File: src/rtl/oc_pwm_pkg.sv
package oc_pwm_pkg;
  localparam logic [2:0] MODE_OFF = 3'd0;
  localparam logic [2:0] MODE_SET = 3'd1;
  localparam logic [2:0] MODE_CLR = 3'd2;
  localparam logic [2:0] MODE_TGL = 3'd3;
  localparam logic [2:0] MODE_PWM = 3'd6;

  typedef struct packed {
    logic set_sel;
    logic clr_sel;
    logic tgl_sel;
    logic pwm_sel;
  } mode_dec_t;
endpackage

File: src/rtl/oc_mode_trk.sv
module oc_mode_trk
  import oc_pwm_pkg::*;
(
  input  logic       clk_i,
  input  logic       rst_ni,
  input  logic [2:0] mode_i,
  output logic       enter_o,
  output mode_dec_t  dec_o
);
  logic [2:0] mode_q;

  always_ff @(posedge clk_i or negedge rst_ni) begin
    if (!rst_ni) mode_q <= MODE_OFF;
    else         mode_q <= mode_i;
  end

  assign enter_o = (mode_i != mode_q);

  always_comb begin
    dec_o         = '0;
    dec_o.set_sel = (mode_i == MODE_SET);
    dec_o.clr_sel = (mode_i == MODE_CLR);
    dec_o.tgl_sel = (mode_i == MODE_TGL);
    dec_o.pwm_sel = (mode_i == MODE_PWM);
  end
endmodule

File: src/rtl/oc_shot_arm.sv
module oc_shot_arm (
  input  logic clk_i,
  input  logic rst_ni,
  input  logic single_i,
  input  logic enter_i,
  input  logic hit_i,
  output logic fire_o
);
  logic armed_q;
  logic live;

  // arming takes effect in the entry cycle itself
  assign live   = armed_q | enter_i;
  assign fire_o = single_i & hit_i & live;

  always_ff @(posedge clk_i or negedge rst_ni) begin
    if (!rst_ni) armed_q <= 1'b0;
    else         armed_q <= single_i & live & ~fire_o;
  end
endmodule

File: src/rtl/oc_duty_buf.sv
module oc_duty_buf #(
  parameter int CNT_W = 16
) (
  input  logic             clk_i,
  input  logic             rst_ni,
  input  logic             wr_i,
  input  logic [CNT_W-1:0] wdata_i,
  input  logic             load_i,
  output logic [CNT_W-1:0] sec_o,
  output logic [CNT_W-1:0] act_o
);
  logic [CNT_W-1:0] sec_q, act_q;

  always_ff @(posedge clk_i or negedge rst_ni) begin
    if (!rst_ni) begin
      sec_q <= '0;
      act_q <= '0;
    end else begin
      if (wr_i)   sec_q <= wdata_i;
      if (load_i) act_q <= sec_q;
    end
  end

  assign sec_o = sec_q;
  assign act_o = act_q;
endmodule

File: src/rtl/oc_pin_drv.sv
module oc_pin_drv (
  input  logic clk_i,
  input  logic rst_ni,
  input  logic set_i,
  input  logic clr_i,
  input  logic tgl_i,
  input  logic evt_i,
  output logic pin_o,
  output logic irq_o
);
  logic pin_q, pin_d, irq_q;

  always_comb begin
    pin_d = pin_q;
    if (set_i)      pin_d = 1'b1;
    else if (clr_i) pin_d = 1'b0;
    else if (tgl_i) pin_d = ~pin_q;
  end

  always_ff @(posedge clk_i or negedge rst_ni) begin
    if (!rst_ni) begin
      pin_q <= 1'b0;
      irq_q <= 1'b0;
    end else begin
      pin_q <= pin_d;
      irq_q <= evt_i;
    end
  end

  assign pin_o = pin_q;
  assign irq_o = irq_q;
endmodule

File: src/rtl/oc_pwm_chan.sv
module oc_pwm_chan
  import oc_pwm_pkg::*;
#(
  parameter int CNT_W = 16
) (
  input  logic             clk_i,
  input  logic             rst_ni,
  input  logic [CNT_W-1:0] tmr_i,
  input  logic             prd_match_i,
  input  logic [2:0]       mode_i,
  input  logic             cmp_wr_i,
  input  logic [CNT_W-1:0] cmp_wdata_i,
  input  logic             dty_wr_i,
  input  logic [CNT_W-1:0] dty_wdata_i,
  output logic             pin_o,
  output logic             irq_o
);
  mode_dec_t        dec;
  logic             mode_enter;
  logic [CNT_W-1:0] cmp_q, sec_q, act_q;
  logic             cmp_hit, shot_fire, duty_load, duty_nz, act_hit;
  logic             pwm_bnd;
  logic             drv_set, drv_clr, drv_tgl, drv_evt;

  oc_mode_trk u_mode (
    .clk_i   (clk_i),
    .rst_ni  (rst_ni),
    .mode_i  (mode_i),
    .enter_o (mode_enter),
    .dec_o   (dec)
  );

  always_ff @(posedge clk_i or negedge rst_ni) begin
    if (!rst_ni)       cmp_q <= '0;
    else if (cmp_wr_i) cmp_q <= cmp_wdata_i;
  end

  assign cmp_hit = (tmr_i == cmp_q);

  oc_shot_arm u_arm (
    .clk_i    (clk_i),
    .rst_ni   (rst_ni),
    .single_i (dec.set_sel | dec.clr_sel),
    .enter_i  (mode_enter),
    .hit_i    (cmp_hit),
    .fire_o   (shot_fire)
  );

  assign pwm_bnd   = dec.pwm_sel & prd_match_i;
  assign duty_load = pwm_bnd | (dec.pwm_sel & mode_enter);

  oc_duty_buf #(.CNT_W(CNT_W)) u_duty (
    .clk_i   (clk_i),
    .rst_ni  (rst_ni),
    .wr_i    (dty_wr_i),
    .wdata_i (dty_wdata_i),
    .load_i  (duty_load),
    .sec_o   (sec_q),
    .act_o   (act_q)
  );

  assign duty_nz = |sec_q;
  // active duty is stale on the entry edge; boundary outranks the fall
  assign act_hit = dec.pwm_sel & ~prd_match_i & ~mode_enter & (tmr_i == act_q);

  assign drv_set = (dec.set_sel & shot_fire) | (pwm_bnd & duty_nz);
  assign drv_clr = (dec.clr_sel & shot_fire) | (pwm_bnd & ~duty_nz) | act_hit;
  assign drv_tgl = dec.tgl_sel & cmp_hit;
  assign drv_evt = shot_fire | drv_tgl | pwm_bnd;

  oc_pin_drv u_pin (
    .clk_i  (clk_i),
    .rst_ni (rst_ni),
    .set_i  (drv_set),
    .clr_i  (drv_clr),
    .tgl_i  (drv_tgl),
    .evt_i  (drv_evt),
    .pin_o  (pin_o),
    .irq_o  (irq_o)
  );
endmodule

File: config.mk
export PLATFORM = sky130hd
export DESIGN_NAME = oc_pwm_chan
export DESIGN_NICKNAME = d
export VERILOG_FILES = /design/src/rtl/oc_pwm_pkg.sv /design/src/rtl/oc_mode_trk.sv /design/src/rtl/oc_shot_arm.sv /design/src/rtl/oc_duty_buf.sv /design/src/rtl/oc_pin_drv.sv /design/src/rtl/oc_pwm_chan.sv
export SDC_FILE = /design/constraint.sdc
export NUM_CORES = 1
export LEC_CHECK = 0
export ABC_AREA = 1
export CAP_MARGIN = 20
export CORE_MARGIN = 1.5
export CORE_UTILIZATION = 40
export CTS_CLUSTER_SIZE = 40
export DETAILED_ROUTE_END_ITERATION = 16
export PLACE_DENSITY = 0.65
export RECOVER_POWER = 50
export SYNTH_ARGS = -nofsm -noshare
export SYNTH_HDL_FRONTEND = slang
export SYNTH_SLANG_ARGS = --single-unit
File: constraint.sdc
create_clock -name clk_i -period 1.8 [get_ports clk_i]
set_clock_uncertainty 0.15 [all_clocks]
set_input_delay 0.36 -clock clk_i [delete_from_list [all_inputs] [get_ports clk_i]]
set_output_delay 0.36 -clock clk_i [all_outputs]
set_load 0.005 [all_outputs]
==> metrics.txt, run 1 <==
Layout Cells excl Fill between 500 and 600; first-pass GRT wire length 10700 um; Final min period 1700 ps; mux share of post-synthesis cell area 0.00812; fin crit share 0.942; CTS tree done; Clock Tree Root clkbuf_8; Skew-Pair Late Insertion Delay 310 ps; CP Class reg -> out; most common cell in the netlist nand2_1; postcts setup bufs 0; RSZ-0062 raised after global routing false; Post-synth EDFFs 0; Critical Path Source u_pin.pin_o; initial antenna violation count 0; Async SR Flop Fraction 1.00; peak supply drop roughly 0.3 mV; Adder-Cell Fraction of Synth Area 0; vias per cell 4.50; row count 30; PwrDens between 700 and 800 nW/um2; grt ovf 0; first drt pass iteration count 4; combinational family with the most area after synthesis simple AND/OR/NAND/NOR gates; vias after detailed routing 2363; Largest delay share family, worst path buffers and inverters; xor and xnor area share after synthesis 0.0252; status completed; cell breakdown of the critical path clkdlybuf4s50_1; I/O Buffers 57; dpl hpwl between 4000 and 5000 um; width of the die 86.3 um; slowest cell on the critical path clkdlybuf4s50_1; GP Congestion approximately 0.83; FMAX 590 MHz; Pleak 1.93 nW; Pwr Total 2.86 mW; simple-gate share of the synthesized area 0.261; Core Box Area approximately 6800 um2; PnR worst setup slack 105 ps; CP max FO 3; fin. max-slew vios 0; Mapped Area 2780 um2; Final ANT Viol Nets 0; layout cell share with drive strength beyond 1 0.115; Startpoint Class flop; Placed Instances 515; antenna cell count 0; Commonest cells post-synth nand2_1, inv_1, dfrtp_1; Syn-to-layout area delta 33.2%; R2R cell count 9; Post-route DRC 0; critical path buffer and inverter count 1; Synth Area in Compound Gates 0.107; Area contributors post-synth dfrtp_1, nand2_1, inv_1; WP depth 1; Initial Util 0.411; worst min-delay path class in -> reg; Longest Clk Path Bufs 2; Synth Net Count about 420; clock transition at the registers of the reported paths ~100 ps; Synth cell types 24; CTS Buf Count 5; vias in the first global route 2308; setup TNS 0 ps; GR Util All Layers 0.183; IO Count 58; Yosys reg bits 54; hold depth 1; max cap viols 0; Worst path max stage delay 500 ps; CP endpoint kind primary output; final WL 6100 um; routed length per instance 11.6 um; syn_area_per_cell 7.54 um2; WP data required 1290 ps; Synth warnings 0; final instance area 3700 um2; worst min-delay path startpoint mode_i[1]; Worst EP arrival 1190 ps; Layout Nets 500; main flop type after synthesis dfrtp_1; pin count of the biggest net entering global routing 55; Cells after Synth 368; Post-DP Area 3550 um2; FF-to-FF Start u_mode.mode_q[1]; die height 86.3 um; share of the synthesized area in the top cell type 0.487; post-synthesis sequential area ratio 0.487; final setup violating endpoints 0; Slew @ Worst Pin 746 ps; largest area contributor in the netlist dfrtp_1; Starting DRT DRC Count 105; Slew HR 0.503; Setup WS pre-CTS -393 ps; CTS sink cnt 54; CTS H-tree lvls 2; Die ar. 7450 um2; Fin. Hold Viols 0
[kinds of logic (layout without fill, tap and decap cells)]
group,Yosys count,in the layout
flip-flops,54,54
AO/OA/AOI/OAI,57,57
AND/OR/NAND/NOR,170,171
multiplexers,2,2
buffers and inverters,77,153
XOR/XNOR,8,8
[per-stage QoR]
step	utilization	hold WS [ps]
after detailed placement	0.526	230
after global routing	0.547	133
final	0.547	136
after floorplan	-	-85.6
after CTS	0.545	351
after global placement	0.526	232
[where the power goes]
| part | switching, mW | leakage (nW) | total (mW) | internal [mW] |
|---|---|---|---|---|
| clock network | 0.411 | 0.0514 | 0.827 | 0.416 |
| registers | 0.0721 | 0.653 | 1.43 | 1.36 |
| logic | 0.316 | 1.23 | 0.601 | 0.284 |
| total | 0.799 | 1.93 | 2.86 | 2.06 |
[per-layer routing]
| layer | share of wire | GRT usage |
|---|---|---|
| met5 | 0 | 0 |
| met3 | 0.033 | 0.0276 |
| met2 | 0.46 | 0.298 |
| met1 | 0.49 | 0.257 |
| met4 | 0.012 | 0.0440 |
[placed cells by master, fill, tap and decap left out]
master	synthesis	routed
clkinvlp_4	0	1
mux2_2	2	2
nor2_1	23	23
o21ai_1	8	8
bufinv_16	0	1
clkbuf_8	0	5
o21ai_0	42	42
buf_4	0	17
inv_2	5	6
buf_12	0	1
nor2_8	1	1
nand4_1	5	5
dlymetal6s2s_1	0	10
clkbuf_1	6	3
nor3_1	1	1
dfrtp_1	54	54
nor2_2	4	3
xor2_1	2	2
clkdlybuf4s50_1	0	43
buf_2	0	1
nand3_1	8	8
o21ai_2	1	1
inv_1	62	61
nand2_1	121	121
nand3_4	0	1
clkbuf_4	0	1
nand3_2	2	1
dlygate4sd3_1	0	1
xnor2_1	6	6
a21oi_1	4	4
clkdlybuf4s25_1	0	1
clkinv_1	1	1
nor2_4	2	4
a21oi_2	2	2
nand2_2	3	3
[timing repair]
| item | in CTS | in global routing |
|---|---|---|
| hold endpoints to repair | 54 | 0 |
| resized for setup | 1 | 16 |
| pin swaps | 1 | 1 |
| hold buffers | 1 | 0 |
| cloned | 1 | 0 |
| endpoints found under the setup margin | 13 | 16 |
[flip-flops by register name, indices dropped and copies added, names as in the netlist]
register	cells
u_duty.act_o	16
u_pin.pin_o	1
u_pin.irq_o	1
u_arm.armed_q	1
u_duty.sec_o	16
u_mode.mode_q	3
cmp_q	16
[worst paths after layout]
path,slack [ps],to
min,140,u_mode.mode_q[1]
max in group asynchronous,410,u_duty.act_o[9]
max reg2reg,280,u_pin.pin_o
min reg2reg,340,u_duty.act_o[1]
min in group asynchronous,620,u_duty.sec_o[2]
max,100,pin_o
[cell type report]
type	count	area [um2]
well taps	80	100
inverters	68	255
repair buffers	77	743
flip-flops and latches	54	1350
fillers	652	3060
multi-input cells	238	1140
clock inverters	2	37.5
clock buffers	6	72.6
Power figures use the tool's default switching activity.
==> run 2, diff against run 1 <==
Settings changed: CORE_MARGIN 1.5 to 4, GPL_TIMING_DRIVEN from default to 1.
==> metrics.txt, run 2 (same netlist as run 1, synthesis figures left out) <==
first drt pass iteration count 4 (unchanged); Pleak 1.88 nW (was 1.93 nW); Pwr Total 2.76 mW (was 2.86 mW); Hold Worst Slack 141 ps (was 136 ps); postcts setup bufs 0 (unchanged); I/O Buffers 57 (unchanged); peak supply drop 0.351 mV (was 0.308 mV); Clock Tree Root clkbuf_8 (unchanged); FMAX 581 MHz (was 590 MHz); clock transition at the registers of the reported paths 100 ps (about the same); worst r2r dst u_duty.act_o[4] (was u_pin.pin_o); Final min period 1720 ps (was 1700 ps); max cap viols 0 (unchanged); CTS H-tree lvls 2 (unchanged); CTS Buf Count 5 (unchanged); IO Count 58 (unchanged); vias in the first global route 2301 (was 2308); critical path buffer and inverter count 1 (unchanged); worst min-delay path class in -> reg (unchanged); commonest non-fill, non-tap cell in the layout nand2_1 (unchanged); RSZ-0062 raised after global routing false (unchanged); width of the die 91.3 um (was 86.3 um); CP endpoint kind flop (was primary output); Slew HR 0.596 (was 0.503); Longest Clk Path Bufs 2 (unchanged); CP max FO 16 (was 3); Slew @ Worst Pin 606 ps (was 746 ps); CP Class in -> reg (was reg -> out); Worst EP arrival 1760 ps (was 1190 ps); fin. max-slew vios 0 (unchanged); Fin. Hold Viols 0 (unchanged); Post-route DRC 0 (unchanged); dpl hpwl 4650 um (was 4460 um); Core Box Area 6760 um2 (unchanged); Skew-Pair Late Insertion Delay 310 ps (about the same); Die ar. 8330 um2 (was 7450 um2); antenna cell count 0 (unchanged); Initial Util 0.411 (unchanged); row count 30 (unchanged); Worst path max stage delay 560 ps (was 500 ps); pin count of the biggest net entering global routing 33 (was 55); GR Util All Layers 0.155 (was 0.183); Setup WS pre-CTS -396 ps (was -393 ps); WP data required 1840 ps (was 1290 ps); fillers 664 (was 652); R2R cell count 6 (was 9); final setup violating endpoints 0 (unchanged); fin crit share 0.957 (was 0.942); GP Congestion 0.838 (was 0.830); grt ovf 0 (unchanged); Final ANT Viol Nets 0 (unchanged); Critical Path End u_duty.act_o[4] (was pin_o); Syn-to-layout area delta 33.0% (was 33.2%); PnR worst setup slack 77.9 ps (was 105 ps); Layout Nets 502 (was 500); CTS sink cnt 54 (unchanged); slowest cell on the critical path clkdlybuf4s50_1 (unchanged); R2R Setup Slk 240 ps (was 280 ps); initial antenna violation count 0 (unchanged); final instance area 3690 um2 (was 3700 um2); most frequent cells in the layout nand2_1, inv_1, dfrtp_1 (unchanged); layout cell share with drive strength beyond 1 0.116 (was 0.115); CTS tree done (unchanged); Largest delay share family, worst path simple AND/OR/NAND/NOR gates (was buffers and inverters); cell breakdown of the critical path clkdlybuf4s50_1 > xnor2_1 > nand3_2 > nor2_2 > nor2_4 > nor2_1 > a21oi_2 (was clkdlybuf4s50_1); status completed (unchanged); Startpoint Class input pin (was flop); Starting DRT DRC Count 104 (was 105); FF-to-FF Start u_mode.mode_q[1] (unchanged); WP depth 7 (was 1); first-pass GRT wire length 10500 um (was 10700 um); Critical Path Source mode_i[2] (was u_pin.pin_o); hold depth 1 (unchanged); PwrDens 748 nW/um2 (was 773 nW/um2); vias after detailed routing 2393 (was 2363); Post-DP Area 3580 um2 (was 3550 um2); final WL 5980 um (was 6100 um); routed length per instance 11.4 um (was 11.6 um); die height 91.3 um (was 86.3 um); vias per cell 4.54 (was 4.50)
run 2: cell count changes in the layout (fill, tap and decap cells not counted), moves of 2 or more:
cell / change
clkbuf_2: +2
clkdlybuf4s50_1: +7
dlygate4sd3_1: +2
dlymetal6s2s_1: -7
run 2: per-layer routing:
metal | part of all wire | track usage
met1 | 0.50 | 0.218
met4 | 0.014 | 0.0528
met2 | 0.45 | 0.242
met5 | 0 | 0
met3 | 0.038 | 0.0265
run 2: how the worst min path moves through the flow:
stage / startpoint / endpoint / slack, ps
2_1_floorplan: rst_ni / cmp_q[0] / -90
3_3_place_gp: rst_ni / u_duty.sec_o[4] / 220
3_5_place_dp: rst_ni / u_duty.sec_o[7] / 220
4_1_cts: u_duty.sec_o[11] / u_duty.act_o[11] / 350
5_1_grt: mode_i[1] / u_mode.mode_q[1] / 140
6_report: mode_i[1] / u_mode.mode_q[1] / 140
run 2: timing repair:
action,CTS,global route
gates resized for setup,1,6
endpoints found under the hold margin,22,0
hold buffers,1,0
gates cloned,1,0
setup endpoints to repair,16,17
pin swaps,1,1
run 2: layout make-up:
| class | count | area, um2 | share of cell area |
|---|---|---|---|
| clock buffers | 6 | 82.6 | 0.0224 |
| flip-flops and latches | 54 | 1350 | 0.366 |
| well taps | 80 | 100 | 0.0271 |
| repair buffers | 79 | 749 | 0.203 |
| clock inverters | 2 | 16.3 | 0.00441 |
| inverters | 68 | 255 | 0.0692 |
| multi-input cells | 238 | 1140 | 0.308 |
run 2: power by group:
group / internal (mW) / leakage (nW) / switching (mW)
registers: 1.36 / 0.653 / 0.0725
logic: 0.290 / 1.18 / 0.314
clock network: 0.318 / 0.0478 / 0.410
total: 1.96 / 1.88 / 0.796
run 2: worst reg2reg max path, stage by stage, from the launching register on:
cell and delay [ps]:
dfrtp_1 420, xnor2_2 190, nand3_2 130, nor2_2 240
nor2_4 130, nor2_1 150, a21oi_2 40
run 2: stage by stage:
stage	cells	utilization	setup TNS, ps
2_1_floorplan	368	-	0
3_3_place_gp	517	0.530	-4900
3_5_place_dp	517	0.530	-6290
4_1_cts	527	0.548	0
5_1_grt	527	0.546	0
6_report	527	0.546	0
==> run 3, diff against run 2 <==
Settings changed: SLEW_MARGIN from default to 20.
==> results of run 3 <==
Same layout as run 2: the final DEF is identical, and so are final timing and power.
